## config.mk

```make
export PLATFORM = sky130hd
export DESIGN_NAME = ctx_sched
export DESIGN_NICKNAME = d
export VERILOG_FILES = /design/src/rtl/ctx_sched_pkg.sv /design/src/rtl/ctx_slot.sv /design/src/rtl/rr_pick.sv /design/src/rtl/ctx_sched.sv
export SDC_FILE = /design/constraint.sdc
export NUM_CORES = 2
export LEC_CHECK = 0
export CAP_MARGIN = 25
export CORE_ASPECT_RATIO = 1.2
export CORE_MARGIN = 3
export CORE_UTILIZATION = 24
export CTS_CLUSTER_DIAMETER = 30
export DETAILED_ROUTE_END_ITERATION = 8
export GPL_TIMING_DRIVEN = 0
export HOLD_SLACK_MARGIN = 0.15
export SETUP_SLACK_MARGIN = 0.3
export SYNTH_ARGS = -nofsm -noshare
export SYNTH_HDL_FRONTEND = slang
export SYNTH_SLANG_ARGS = --single-unit
```

## constraint.sdc

```tcl
create_clock -name clk -period 4.85 [get_ports clk]
set_clock_uncertainty 0.1 [all_clocks]
set_input_delay 0.97 -clock clk [delete_from_list [all_inputs] [get_ports clk]]
set_output_delay 0.97 -clock clk [all_outputs]
set_load 0.005 [all_outputs]
```

## src/rtl/ctx_sched_pkg.sv

```systemverilog
// Package: shared types and register offsets of the context scheduler.
// Assumes the enable field sits at bit 8 of its register and that at most
// eight contexts are configured so the field fits below bit 16.
package ctx_sched_pkg;

    typedef enum logic [1:0] {
        CTX_INACTIVE  = 2'd0,
        CTX_WAITING   = 2'd1,
        CTX_EXECUTING = 2'd2
    } ctx_state_e;

    localparam logic [7:0] OFS_ENABLE = 8'h18;
    localparam logic [7:0] OFS_SELECT = 8'h20;
    localparam logic [7:0] OFS_PC     = 8'h40;
    localparam logic [7:0] OFS_ACTIVE = 8'h44;
    localparam logic [7:0] OFS_SIGEV  = 8'h48;
    localparam logic [7:0] OFS_WAKE   = 8'h50;

    localparam int ENABLE_LSB = 8;

endpackage

```

## src/rtl/ctx_slot.sv

```systemverilog
// Module: one context's state. Holds program counter, pending-signal mask,
// wakeup mask and Inactive/Waiting/Executing state. Assumes dispatch and
// the leave strobes are only given while they apply (dispatch when not
// executing, leave strobes only when executing).
module ctx_slot
    import ctx_sched_pkg::*;
#(
    parameter int DATA_W = 32,
    parameter int PC_W   = 12
) (
    input  logic              clk,
    input  logic              rst_n,
    input  logic              wr_pc,
    input  logic              wr_sig,
    input  logic              wr_wake,
    input  logic [DATA_W-1:0] wdata,
    input  logic [DATA_W-1:0] sig_in,
    input  logic              dispatch,
    input  logic              leave_yield,
    input  logic              leave_kill,
    output logic [PC_W-1:0]   pc_o,
    output logic [DATA_W-1:0] sig_o,
    output logic [DATA_W-1:0] wake_o,
    output logic              executing_o,
    output logic              ready_o
);

    ctx_state_e        state_q;
    logic [PC_W-1:0]   pc_q;
    logic [DATA_W-1:0] sig_q;
    logic [DATA_W-1:0] wake_q;

    // State transitions: dispatch to executing, kill to inactive, yield to waiting
    always_ff @(posedge clk) begin
        if (!rst_n) begin
            state_q <= CTX_INACTIVE;
        end else if (dispatch) begin
            state_q <= CTX_EXECUTING;
        end else if (state_q == CTX_EXECUTING && leave_kill) begin
            state_q <= CTX_INACTIVE;
        end else if (state_q == CTX_EXECUTING && leave_yield) begin
            state_q <= CTX_WAITING;
        end
    end

    // Program counter: loaded only by a register write
    always_ff @(posedge clk) begin
        if (!rst_n)     pc_q <= '0;
        else if (wr_pc) pc_q <= wdata[PC_W-1:0];
    end

    // Wakeup mask: register write, erased by a kill
    always_ff @(posedge clk) begin
        if (!rst_n)                                  wake_q <= '0;
        else if (wr_wake)                            wake_q <= wdata;
        else if (state_q == CTX_EXECUTING && leave_kill) wake_q <= '0;
    end

    // Pending signals: write, cleared at dispatch and while running, else accumulate
    always_ff @(posedge clk) begin
        if (!rst_n)                                    sig_q <= '0;
        else if (wr_sig)                               sig_q <= wdata;
        else if (dispatch || state_q == CTX_EXECUTING) sig_q <= '0;
        else                                           sig_q <= sig_q | sig_in;
    end

    assign pc_o        = pc_q;
    assign sig_o       = sig_q;
    assign wake_o      = wake_q;
    assign executing_o = (state_q == CTX_EXECUTING);
    assign ready_o     = (state_q != CTX_EXECUTING) && (|(sig_q & wake_q));


    kill_erases_wake_chk: assert property (@(posedge clk) disable iff (!rst_n)
        (state_q == CTX_EXECUTING && leave_kill && !wr_wake) |=> (wake_q == '0));


    dispatch_drops_sig_chk: assert property (@(posedge clk) disable iff (!rst_n)
        (dispatch && !wr_sig) |=> (sig_q == '0));


    yield_waits_chk: assert property (@(posedge clk) disable iff (!rst_n)
        (state_q == CTX_EXECUTING && leave_yield && !leave_kill && !dispatch)
            |=> (state_q == CTX_WAITING));

endmodule

```

## src/rtl/rr_pick.sv

```systemverilog
// Module: round-robin picker. Returns the first requester found scanning
// upward with wrap from the index after 'last'. Purely combinational.
module rr_pick #(
    parameter int N  = 8,
    localparam int IW = (N > 1) ? $clog2(N) : 1
) (
    input  logic [N-1:0]  req,
    input  logic [IW-1:0] last,
    output logic          gnt_valid,
    output logic [IW-1:0] gnt_idx
);

    // Scan from farthest to nearest so the nearest requester is assigned last
    always_comb begin
        gnt_valid = 1'b0;
        gnt_idx   = '0;
        for (int k = N; k >= 1; k--) begin
            if (req[(int'(last) + k) % N]) begin
                gnt_valid = 1'b1;
                gnt_idx   = IW'((int'(last) + k) % N);
            end
        end
    end

endmodule

```

## src/rtl/ctx_sched.sv

```systemverilog
// Module: context scheduler top. Decodes register accesses, holds the
// enable field and context select, instantiates one slot per context and
// dispatches through a round-robin picker whenever the engine is idle.
// Assumes yield and kill strobes only matter while a context runs.
module ctx_sched
    import ctx_sched_pkg::*;
#(
    parameter int N_CTX  = 8,
    parameter int DATA_W = 32,
    parameter int PC_W   = 12,
    parameter int ADDR_W = 8,
    localparam int IW    = (N_CTX > 1) ? $clog2(N_CTX) : 1
) (
    input  logic              clk,
    input  logic              rst_n,
    input  logic              csr_wr,
    input  logic [ADDR_W-1:0] csr_addr,
    input  logic [DATA_W-1:0] csr_wdata,
    input  logic [ADDR_W-1:0] csr_rd_addr,
    output logic [DATA_W-1:0] csr_rdata,
    input  logic [DATA_W-1:0] sig_in,
    input  logic              yield_in,
    input  logic              kill_in,
    output logic              run_valid,
    output logic [IW-1:0]     run_ctx,
    output logic [PC_W-1:0]   run_pc
);

    logic [N_CTX-1:0]  en_q;
    logic [IW-1:0]     sel_q;
    logic              busy_q;
    logic [IW-1:0]     cur_q;

    logic [N_CTX-1:0]  ready_vec;
    logic [N_CTX-1:0]  exec_vec;
    logic [N_CTX-1:0]  elig_vec;
    logic [PC_W-1:0]   pc_arr   [N_CTX];
    logic [DATA_W-1:0] sig_arr  [N_CTX];
    logic [DATA_W-1:0] wake_arr [N_CTX];
    logic              gnt_valid;
    logic [IW-1:0]     gnt_idx;
    logic              dispatch;
    logic              leave;

    assign dispatch = !busy_q && gnt_valid;
    assign leave    = busy_q && (yield_in || kill_in);
    assign elig_vec = ready_vec & en_q;

    // Enable field and context select registers
    always_ff @(posedge clk) begin
        if (!rst_n) begin
            en_q  <= '0;
            sel_q <= '0;
        end else if (csr_wr) begin
            if (csr_addr == OFS_ENABLE) en_q  <= csr_wdata[ENABLE_LSB +: N_CTX];
            if (csr_addr == OFS_SELECT) sel_q <= csr_wdata[IW-1:0];
        end
    end

    // Engine occupancy: set on dispatch, cleared when the runner leaves
    always_ff @(posedge clk) begin
        if (!rst_n) begin
            busy_q <= 1'b0;
            cur_q  <= IW'(N_CTX - 1);
        end else if (dispatch) begin
            busy_q <= 1'b1;
            cur_q  <= gnt_idx;
        end else if (leave) begin
            busy_q <= 1'b0;
        end
    end

    for (genvar i = 0; i < N_CTX; i++) begin : g_slot
        logic hit;
        assign hit = csr_wr && (sel_q == IW'(i));
        ctx_slot #(.DATA_W(DATA_W), .PC_W(PC_W)) slot_i (
            .clk         (clk),
            .rst_n       (rst_n),
            .wr_pc       (hit && csr_addr == OFS_PC),
            .wr_sig      (hit && csr_addr == OFS_SIGEV),
            .wr_wake     (hit && csr_addr == OFS_WAKE),
            .wdata       (csr_wdata),
            .sig_in      (sig_in),
            .dispatch    (dispatch && gnt_idx == IW'(i)),
            .leave_yield (busy_q && cur_q == IW'(i) && yield_in),
            .leave_kill  (busy_q && cur_q == IW'(i) && kill_in),
            .pc_o        (pc_arr[i]),
            .sig_o       (sig_arr[i]),
            .wake_o      (wake_arr[i]),
            .executing_o (exec_vec[i]),
            .ready_o     (ready_vec[i])
        );
    end

    rr_pick #(.N(N_CTX)) pick_i (
        .req       (elig_vec),
        .last      (cur_q),
        .gnt_valid (gnt_valid),
        .gnt_idx   (gnt_idx)
    );

    // Register read multiplexer
    always_comb begin
        csr_rdata = '0;
        case (csr_rd_addr)
            OFS_ENABLE: csr_rdata[ENABLE_LSB +: N_CTX] = en_q;
            OFS_SELECT: csr_rdata[IW-1:0] = sel_q;
            OFS_PC:     csr_rdata[PC_W-1:0] = pc_arr[sel_q];
            OFS_SIGEV:  csr_rdata = sig_arr[sel_q];
            OFS_WAKE:   csr_rdata = wake_arr[sel_q];
            OFS_ACTIVE: if (busy_q) begin
                csr_rdata[DATA_W-1] = 1'b1;
                csr_rdata[IW-1:0]   = cur_q;
            end
            default:    csr_rdata = '0;
        endcase
    end

    assign run_valid = busy_q;
    assign run_ctx   = busy_q ? cur_q : '0;
    assign run_pc    = pc_arr[cur_q];


    single_runner_chk: assert property (@(posedge clk) disable iff (!rst_n)
        $onehot0(exec_vec));


    busy_matches_slots_chk: assert property (@(posedge clk) disable iff (!rst_n)
        busy_q == (|exec_vec));


    no_preempt_chk: assert property (@(posedge clk) disable iff (!rst_n)
        (busy_q && !yield_in && !kill_in) |=> (busy_q && $stable(cur_q)));


    gap_after_leave_chk: assert property (@(posedge clk) disable iff (!rst_n)
        (busy_q && (yield_in || kill_in)) |=> !busy_q);


    idle_dispatch_chk: assert property (@(posedge clk) disable iff (!rst_n)
        (!busy_q && (|elig_vec)) |=> busy_q);

endmodule

```

======== Yosys cells after proc, flatten, opt, wreduce, memory -nomap -nowiden ========
Cells that the tools add are included.
storage, ports and cells
  logic and storage cells ................. 402
  register bits ........................... 639
  input bits .............................. 85
  output and inout bits ................... 48
cells by class
  bitwise operators ....................... 28
  reduce and logical (&&, ||, !) cells .... 146
  equal/unequal tests ..................... 48
  magnitude comparators ................... 10
  $add $sub $neg .......................... 8
  multiplexer cells ....................... 118
operators with widths
  operator              count
  $mux W32              36
  $and A32 B32 Y32      8
  $or A32 B32 Y32       8
  $reduce_or A32 Y1     8
  $bmux W32 S3          2
  $logic_and A1 B1 Y1   90
  $bmux W12 S3          2
  $eq A8 B7 Y1 const B  7
  $mux W12              4
  $mux W2               24
  $reduce_or A3 Y1      16
  $lt A4 B5 Y1 const B  8
  $eq A3 B3 Y1 const B  12
  $pmux W15 S2          1
  $mux W1               27
  $mux W3               9
  $bmux W1 S3           8
  $reduce_bool A3 Y1    8
  $eq A3 B2 Y1 const B  6
  $reduce_bool A2 Y1    9
  $eq A2 B2 Y1 const B  8
  $eq A8 B5 Y1 const B  2
  $eq A8 B6 Y1 const B  2
  $ne A2 B2 Y1 const B  8
  other kinds (18)      45

======== Longest topological paths before layout ========
  depth after elaboration ................. 20
  depth in mapped cells ................... 16
  gate-level depth less buffers ........... 13

======== By module ========
From an unflattened synthesis, not the netlist that was laid out.
second synthesis, totals
  cell total of the unflattened synthesis .. 3791
  area, all modules ....................... 37189.4 um^2
by module, submodules not included
  module     cells each  area each (um^2)  sequential area each (um^2)  times used
  ctx_slot   389         3717.3            1561.5                       8
  ctx_sched  602         6776.5            300.3                        1
  rr_pick    77          674.4             0.0                          1

======== Least setup slack after synthesis ========
Ideal clock, no wire load.
  path kind ............................... register to register
  start point ............................. register cur_q[0]
  end point ............................... register g_slot[0].slot_i.sig_q[10]
  arrival time ............................ 3.933 ns
  period minus slack after synthesis ...... 4.161 ns
  stages on the path, launching flop included .. 14
  library setup time ...................... 0.128 ns
  buffers on the path ..................... 4
  required time ........................... 4.622 ns
  path slack .............................. 0.689 ns
  cell sequence ........................... dfxtp_1 inv_2 buf_1 ha_1 clkbuf_1 clkbuf_1 mux4_2 mux2i_1 o41a_1 a21bo_1 mux2_2 o31ai_2 buf_2 o22ai_1
on the way
  longest elaborated chain between the ends .. 17
  elaborated cells on any way between the ends .. 54
  classes of those cells .................. 8 x add/sub; 42 x mux; 4 x reduce/logical
RTL lines
  what                                                     line                              source
  from (decl)                                              ctx_sched.sv:32                   logic [IW-1:0] cur_q;
  from (signal assigned)                                   ctx_sched.sv:64                   cur_q <= IW'(N_CTX - 1);
  from (signal assigned)                                   ctx_sched.sv:67                   cur_q <= gnt_idx;
  $add A3 B1 Y3                                            rr_pick.sv:18, rr_pick.sv:20
  $bmux W1 S3                                              rr_pick.sv:18                     if (req[(int'(last) + k) % N]) begin
  $mux W1 (implied by the code) (2 in series)              rr_pick.sv:18
  $mux W3 or $mux W1 (tied branches) (8 in series)         rr_pick.sv:18
  $logic_not A3 Y1 or $logic_and A1 B1 Y1 (tied branches)  ctx_sched.sv:84, ctx_sched.sv:45
  $logic_and A1 B1 Y1 *                                    ctx_sched.sv:84                   .dispatch (dispatch && gnt_idx == IW'(i)),
  $logic_or A1 B1 Y1 *                                     ctx_slot.sv:63                    else if (dispatch || state_q == CTX_EXECUTING) sig_q <= '0;
  $mux W32 *                                               ctx_slot.sv:63
  $mux W32 *                                               ctx_slot.sv:62                    else if (wr_sig) sig_q <= wdata;
  to (signal assigned)                                     ctx_slot.sv:62
  to (signal assigned)                                     ctx_slot.sv:64                    else sig_q <= sig_q | sig_in;
  to (decl)                                                ctx_slot.sv:30                    logic [DATA_W-1:0] sig_q;
Every way passes the cells marked *; elsewhere a longest branch is shown, timed or not. The select of a mux whose other input is x is not followed.
A chain may end at the register's enable or synchronous reset.

======== Worst setup path after layout ========
  start point ............................. register g_slot[4].slot_i.sig_q[3]
  end point ............................... register g_slot[3].slot_i.sig_q[24]
on the way
  longest elaborated chain between the ends .. 20
  elaborated cells on any way between the ends .. 50
  classes of those cells .................. 1 x eq/ne; 42 x mux; 2 x bitwise; 5 x reduce/logical
RTL lines
  what                                                 line                              source
  from (decl)                                          ctx_slot.sv:30
  from (signal assigned)                               ctx_slot.sv:62
  from (signal assigned)                               ctx_slot.sv:64
  $and A32 B32 Y32 *                                   ctx_slot.sv:71                    assign ready_o = (state_q != CTX_EXECUTING) && (|(sig_q & wake_q));
  $reduce_or A32 Y1 *                                  ctx_slot.sv:71
  $logic_and A1 B1 Y1 *                                ctx_slot.sv:71
  $and A8 B8 Y8 *                                      ctx_sched.sv:47                   assign elig_vec = ready_vec & en_q;
  $bmux W1 S3                                          rr_pick.sv:18
  $mux W1 (implied by the code) (2 in series)          rr_pick.sv:18
  $mux W3 or $mux W1 (tied branches) (8 in series)     rr_pick.sv:18
  $eq A3 B2 Y1 or $logic_and A1 B1 Y1 (tied branches)  ctx_sched.sv:84, ctx_sched.sv:45
  $logic_and A1 B1 Y1 *                                ctx_sched.sv:84
  $logic_or A1 B1 Y1 *                                 ctx_slot.sv:63
  $mux W32 *                                           ctx_slot.sv:63
  $mux W32 *                                           ctx_slot.sv:62
  to (signal assigned)                                 ctx_slot.sv:62
  to (signal assigned)                                 ctx_slot.sv:64
  to (decl)                                            ctx_slot.sv:30
Marks and branches as above.

==> flow_summary_export.csv <==
group,metric,value,unit
finish,area_growth,36.1,%
clock_tree,clkLatencyLatePin,0.79,ns
finish,utilization,0.331,
critical_path,cp-start-kind,"flip-flop",
floorplan,core_region_area,127000,µm²
critical_path,regToRegStartpoint,"g_slot[4].slot_i.sig_o[3]$_SDFF_PN0_",
placement,io_buffer_count,66,
drt,drcViolationCount,0,
power,p_per_area,422,nW/µm²
critical_path,worstSetupPathDepth,16,
floorplan,initial_core_util,0.243,
clock_tree,tritoncts,"built",
clock_tree,hold_buffers,0,
timing,final-hold-violation-count,0,
hold_path,hp-class,"flip-flop to flip-flop",
drt,routedWlPerCell,35.6,µm
critical_path,endpoint,"g_slot[3].slot_i.sig_o[24]$_SDFF_PN0_",
timing,min_period_over_period,0.972,
placement,placed_area,34400,µm²
synthesis,synthCells,3062,
global_route,grt_pass1_vias,29200,
critical_path,slowest_stage,"a22oi_1",
critical_path,setup.worst_path.start,"g_slot[4].slot_i.sig_o[3]$_SDFF_PN0_",
critical_path,end_kind,"flip-flop",
synthesis,synth_edf_count,0,
hold_path,hold_depth,2,
clock_tree,clk_pin_slew,0.05,ns
critical_path,worstRegToRegCells,16,
placement,dp_hpwl,140000,µm
clock_tree,cts_max_level,4,
finish,fill_cells,12800,
clock_tree,clockBufferDepth,3,
drt,dr.pass1.iters,6,
placement,gp_congestion,1.03,
critical_path,cpPeakStageDelay,0.67,ns
critical_path,critPathBufInv,5,
synthesis,synth_flop_cell,"dfxtp_1",
clock_tree,cts_buffers,163,
global_route,overflow,0,
floorplan,io_pins,133,
critical_path,critPathMaxFanout,7,
synthesis,syn_nets,3154,
clock_tree,cts_root_buf,"clkbuf_16",
drt,ant_nets,0,
synthesis,ys_types,64,
timing,fmax,0.212,GHz
power,ir_worst_vdd,265,µV
floorplan,die_w,334,µm
floorplan,die_area,133000,µm²
global_route,antenna_found_initial,15,
clock_tree,cts_sinks,639,
synthesis,syn_avg_cell_area,10.1,µm²
critical_path,path_cells,"a22oi_1, nand4_1, nor4_4, buf_4, or2_1, mux2i_1, mux4_2, or4_1, a311o_1, and2_4, buf_8, o31ai_4, buf_12, buf_12, buf_16, o22ai_2",
timing,slew-limit-headroom,0.107,
global_route,grt_max_degree,17,
synthesis,synth_area,30900,µm²
global_route,grt_pass1_wl,247000,µm
power,p_leak,15.5,nW
hold_path,holdCritStartpoint,"g_slot[2].slot_i.state_q[1]$_SDFFE_PN0P_",
drt,via_per_inst,5.98,
timing,rsz0062_at_grt,"yes",
critical_path,path_delay_family,"compound AO/OA/AOI/OAI gates",
synthesis,async_reset_ff_frac,0,
finish,fin_nets,3490,
global_route,grt_util_all_layers,0.268,
outcome,outcome,"finished, final reports clean",
critical_path,r2r_slack,0.14,ns
critical_path,worstPathRequired,5.35,ns
critical_path,worstSetupPathType,"flip-flop to flip-flop",
critical_path,path_common_cell,"buf_12",
finish,final_area,42100,µm²
finish,drive_above_1_share,0.232,
critical_path,critPathArrivalTime,5.22,ns
synthesis,synth_seq_cells,639,
drt,totalWireLength,186000,µm
timing,drv_slew,0,
flow_run,max_cap_violations,0,
floorplan,num_rows,143,
power,totalPowerFinal,0.0177,W
timing,worst_slew_pin_slew,1.34,ns
timing,period_minus_slack,4.71,ns
timing,setup_viol,0,
drt,drt_iter0_drc,5043,
floorplan,die_h,399,µm
drt,dr_total_vias,31200,
synthesis,synth_warnings,0,
synthesis,synth.yosys.seq_area_share,0.414,
critical_path,regToRegEndpoint,"g_slot[3].slot_i.sig_o[24]$_SDFF_PN0_",
## repair_timing
| action | CTS | global route |
|---|---|---|
| cloned | 1 | 2 |
| gates resized for setup | 264 | 98 |
| endpoints found under the setup margin | 321 | 290 |
| pin swaps | 25 | 29 |
| buffers inserted | 34 | 12 |
## layout make-up
type	instances	area (µm²)	area share
multi-input cells	2108	17600	0.419
flip-flops and latches	639	12800	0.304
clock buffers	216	4520	0.107
repair buffers	171	2110	0.0501
well taps	1667	2090	0.0496
plain buffers	300	1690	0.0403
clock inverters	82	1150	0.0275
inverters	15	57.6	0.00137
diodes	10	25.0	0.000595
## metal layers
layer / up-vias / part of all wire / track usage
met4: 8 / 0.098 / 0.214
met1: 15400 / 0.37 / 0.328
li1: 12300 / - / -
met3: 739 / 0.13 / 0.0859
met2: 2645 / 0.41 / 0.388
met5: - / 0.00025 / 0
## worst min-delay path by stage
stage	end	slack [ns]
3_5_place_dp	g_slot[0].slot_i.state_q[1]$_SDFFE_PN0P_	0.39
2_1_floorplan	g_slot[0].slot_i.state_q[1]$_SDFFE_PN0P_	0.37
4_1_cts	g_slot[0].slot_i.state_q[1]$_SDFFE_PN0P_	0.40
6_report	g_slot[2].slot_i.state_q[1]$_SDFFE_PN0P_	0.40
5_1_grt	g_slot[2].slot_i.state_q[1]$_SDFFE_PN0P_	0.43
3_3_place_gp	g_slot[0].slot_i.state_q[1]$_SDFFE_PN0P_	0.39
## report_power, final
group | switching [W] | leakage [nW] | total, W | internal (W)
Combinational | 0.000558 | 7.52 | 0.000864 | 0.000306
Clock | 0.00359 | 2.75 | 0.0112 | 0.00765
Sequential | 0.000207 | 5.23 | 0.00563 | 0.00543
Total | 0.00436 | 15.5 | 0.0177 | 0.0134
## stage by stage
step	instances	TNS (ns)	worst slack, ns	hold slack (ns)
after CTS	5180	0	0.225	0.399
after global placement	4795	-357.65	-2.21	0.390
after floorplan	3062	0	0.689	0.368
final	5208	0	0.136	0.404
after global routing	5198	0	0.213	0.431
after detailed placement	4847	-223.80	-1.38	0.393
## sequential cells by signal, indices dropped and copies added, names as in the netlist
signal and count:
g_slot.slot_i.pc_o 96, cur_q 3, run_valid 1, sel_q 3
g_slot.slot_i.state_q 16, en_q 8, g_slot.slot_i.sig_o 256, g_slot.slot_i.wake_o 256
## synth_stat cells, types with 8 or more instances
cell type	number	area [µm²]
o32ai_1	15	131
inv_1	8	30.0
nor3_1	13	65.1
o21ai_0	24	120
a22oi_1	387	2910
o22a_1	9	78.8
mux2i_1	195	1950
mux2_2	16	180
nand2b_1	10	62.6
o22ai_2	30	375
o22ai_1	254	1590
nor2b_1	369	2310
clkbuf_1	195	732
dfxtp_1	639	12800
buf_1	80	300
and2_1	9	56.3
nand2_1	113	424
a21oi_1	11	55.1
a221oi_1	10	87.6
buf_2	18	90.1
mux4_2	175	3940
and3_1	14	87.6
nand3_1	26	130
nand4_1	34	213
a31oi_1	9	56.3
nor2_1	295	1110
## kinds of logic (layout without fill, tap and decap cells)
family	count (synthesis)	count (layout)	synth area share
adders and majority gates	7	7	0.00283
AOI/OAI and AO/OA	799	799	0.190
and+or+nand+nor	915	915	0.155
muxes	387	387	0.197
DFF	639	639	0.414
buffers and inverters	315	784	0.0407
other	0	10	0
## tightest hold or removal path, delay by kind of cell (launching register included)
kind	cells	cell delay, ns
AO/OA/AOI/OAI	1	0.06
flip-flops	1	0.32
AND/OR/NAND/NOR	1	0.06
## layout by cell type (no fill, tap or decap), types with 8 or more instances in the layout
cell and count:
nor2b_1 369, nand2_1 111, dlymetal6s2s_1 12, buf_1 50, clkinv_2 30, bufinv_16 21, clkbuf_8 26, mux2i_4 9
inv_1 8, buf_12 22, clkinvlp_4 15, dfxtp_1 633, nand4_1 34, nor2_1 294, nor4_4 8, a21oi_1 10
buf_8 38, clkdlybuf4s50_1 50, mux2i_1 179, a22oi_1 369, diode_2 10, mux2i_2 8, and3_1 14, a31oi_1 9
mux4_2 175, mux2_2 15, and2_1 8, buf_6 30, o21ai_0 18, o22ai_2 62, nand2b_1 10, buf_4 59
o32ai_1 15, o22ai_1 217, clkbuf_1 196, buf_2 10, clkbuf_16 170, nand3_1 25, a22oi_2 18
Note: power is estimated with default switching activity, not from simulation.
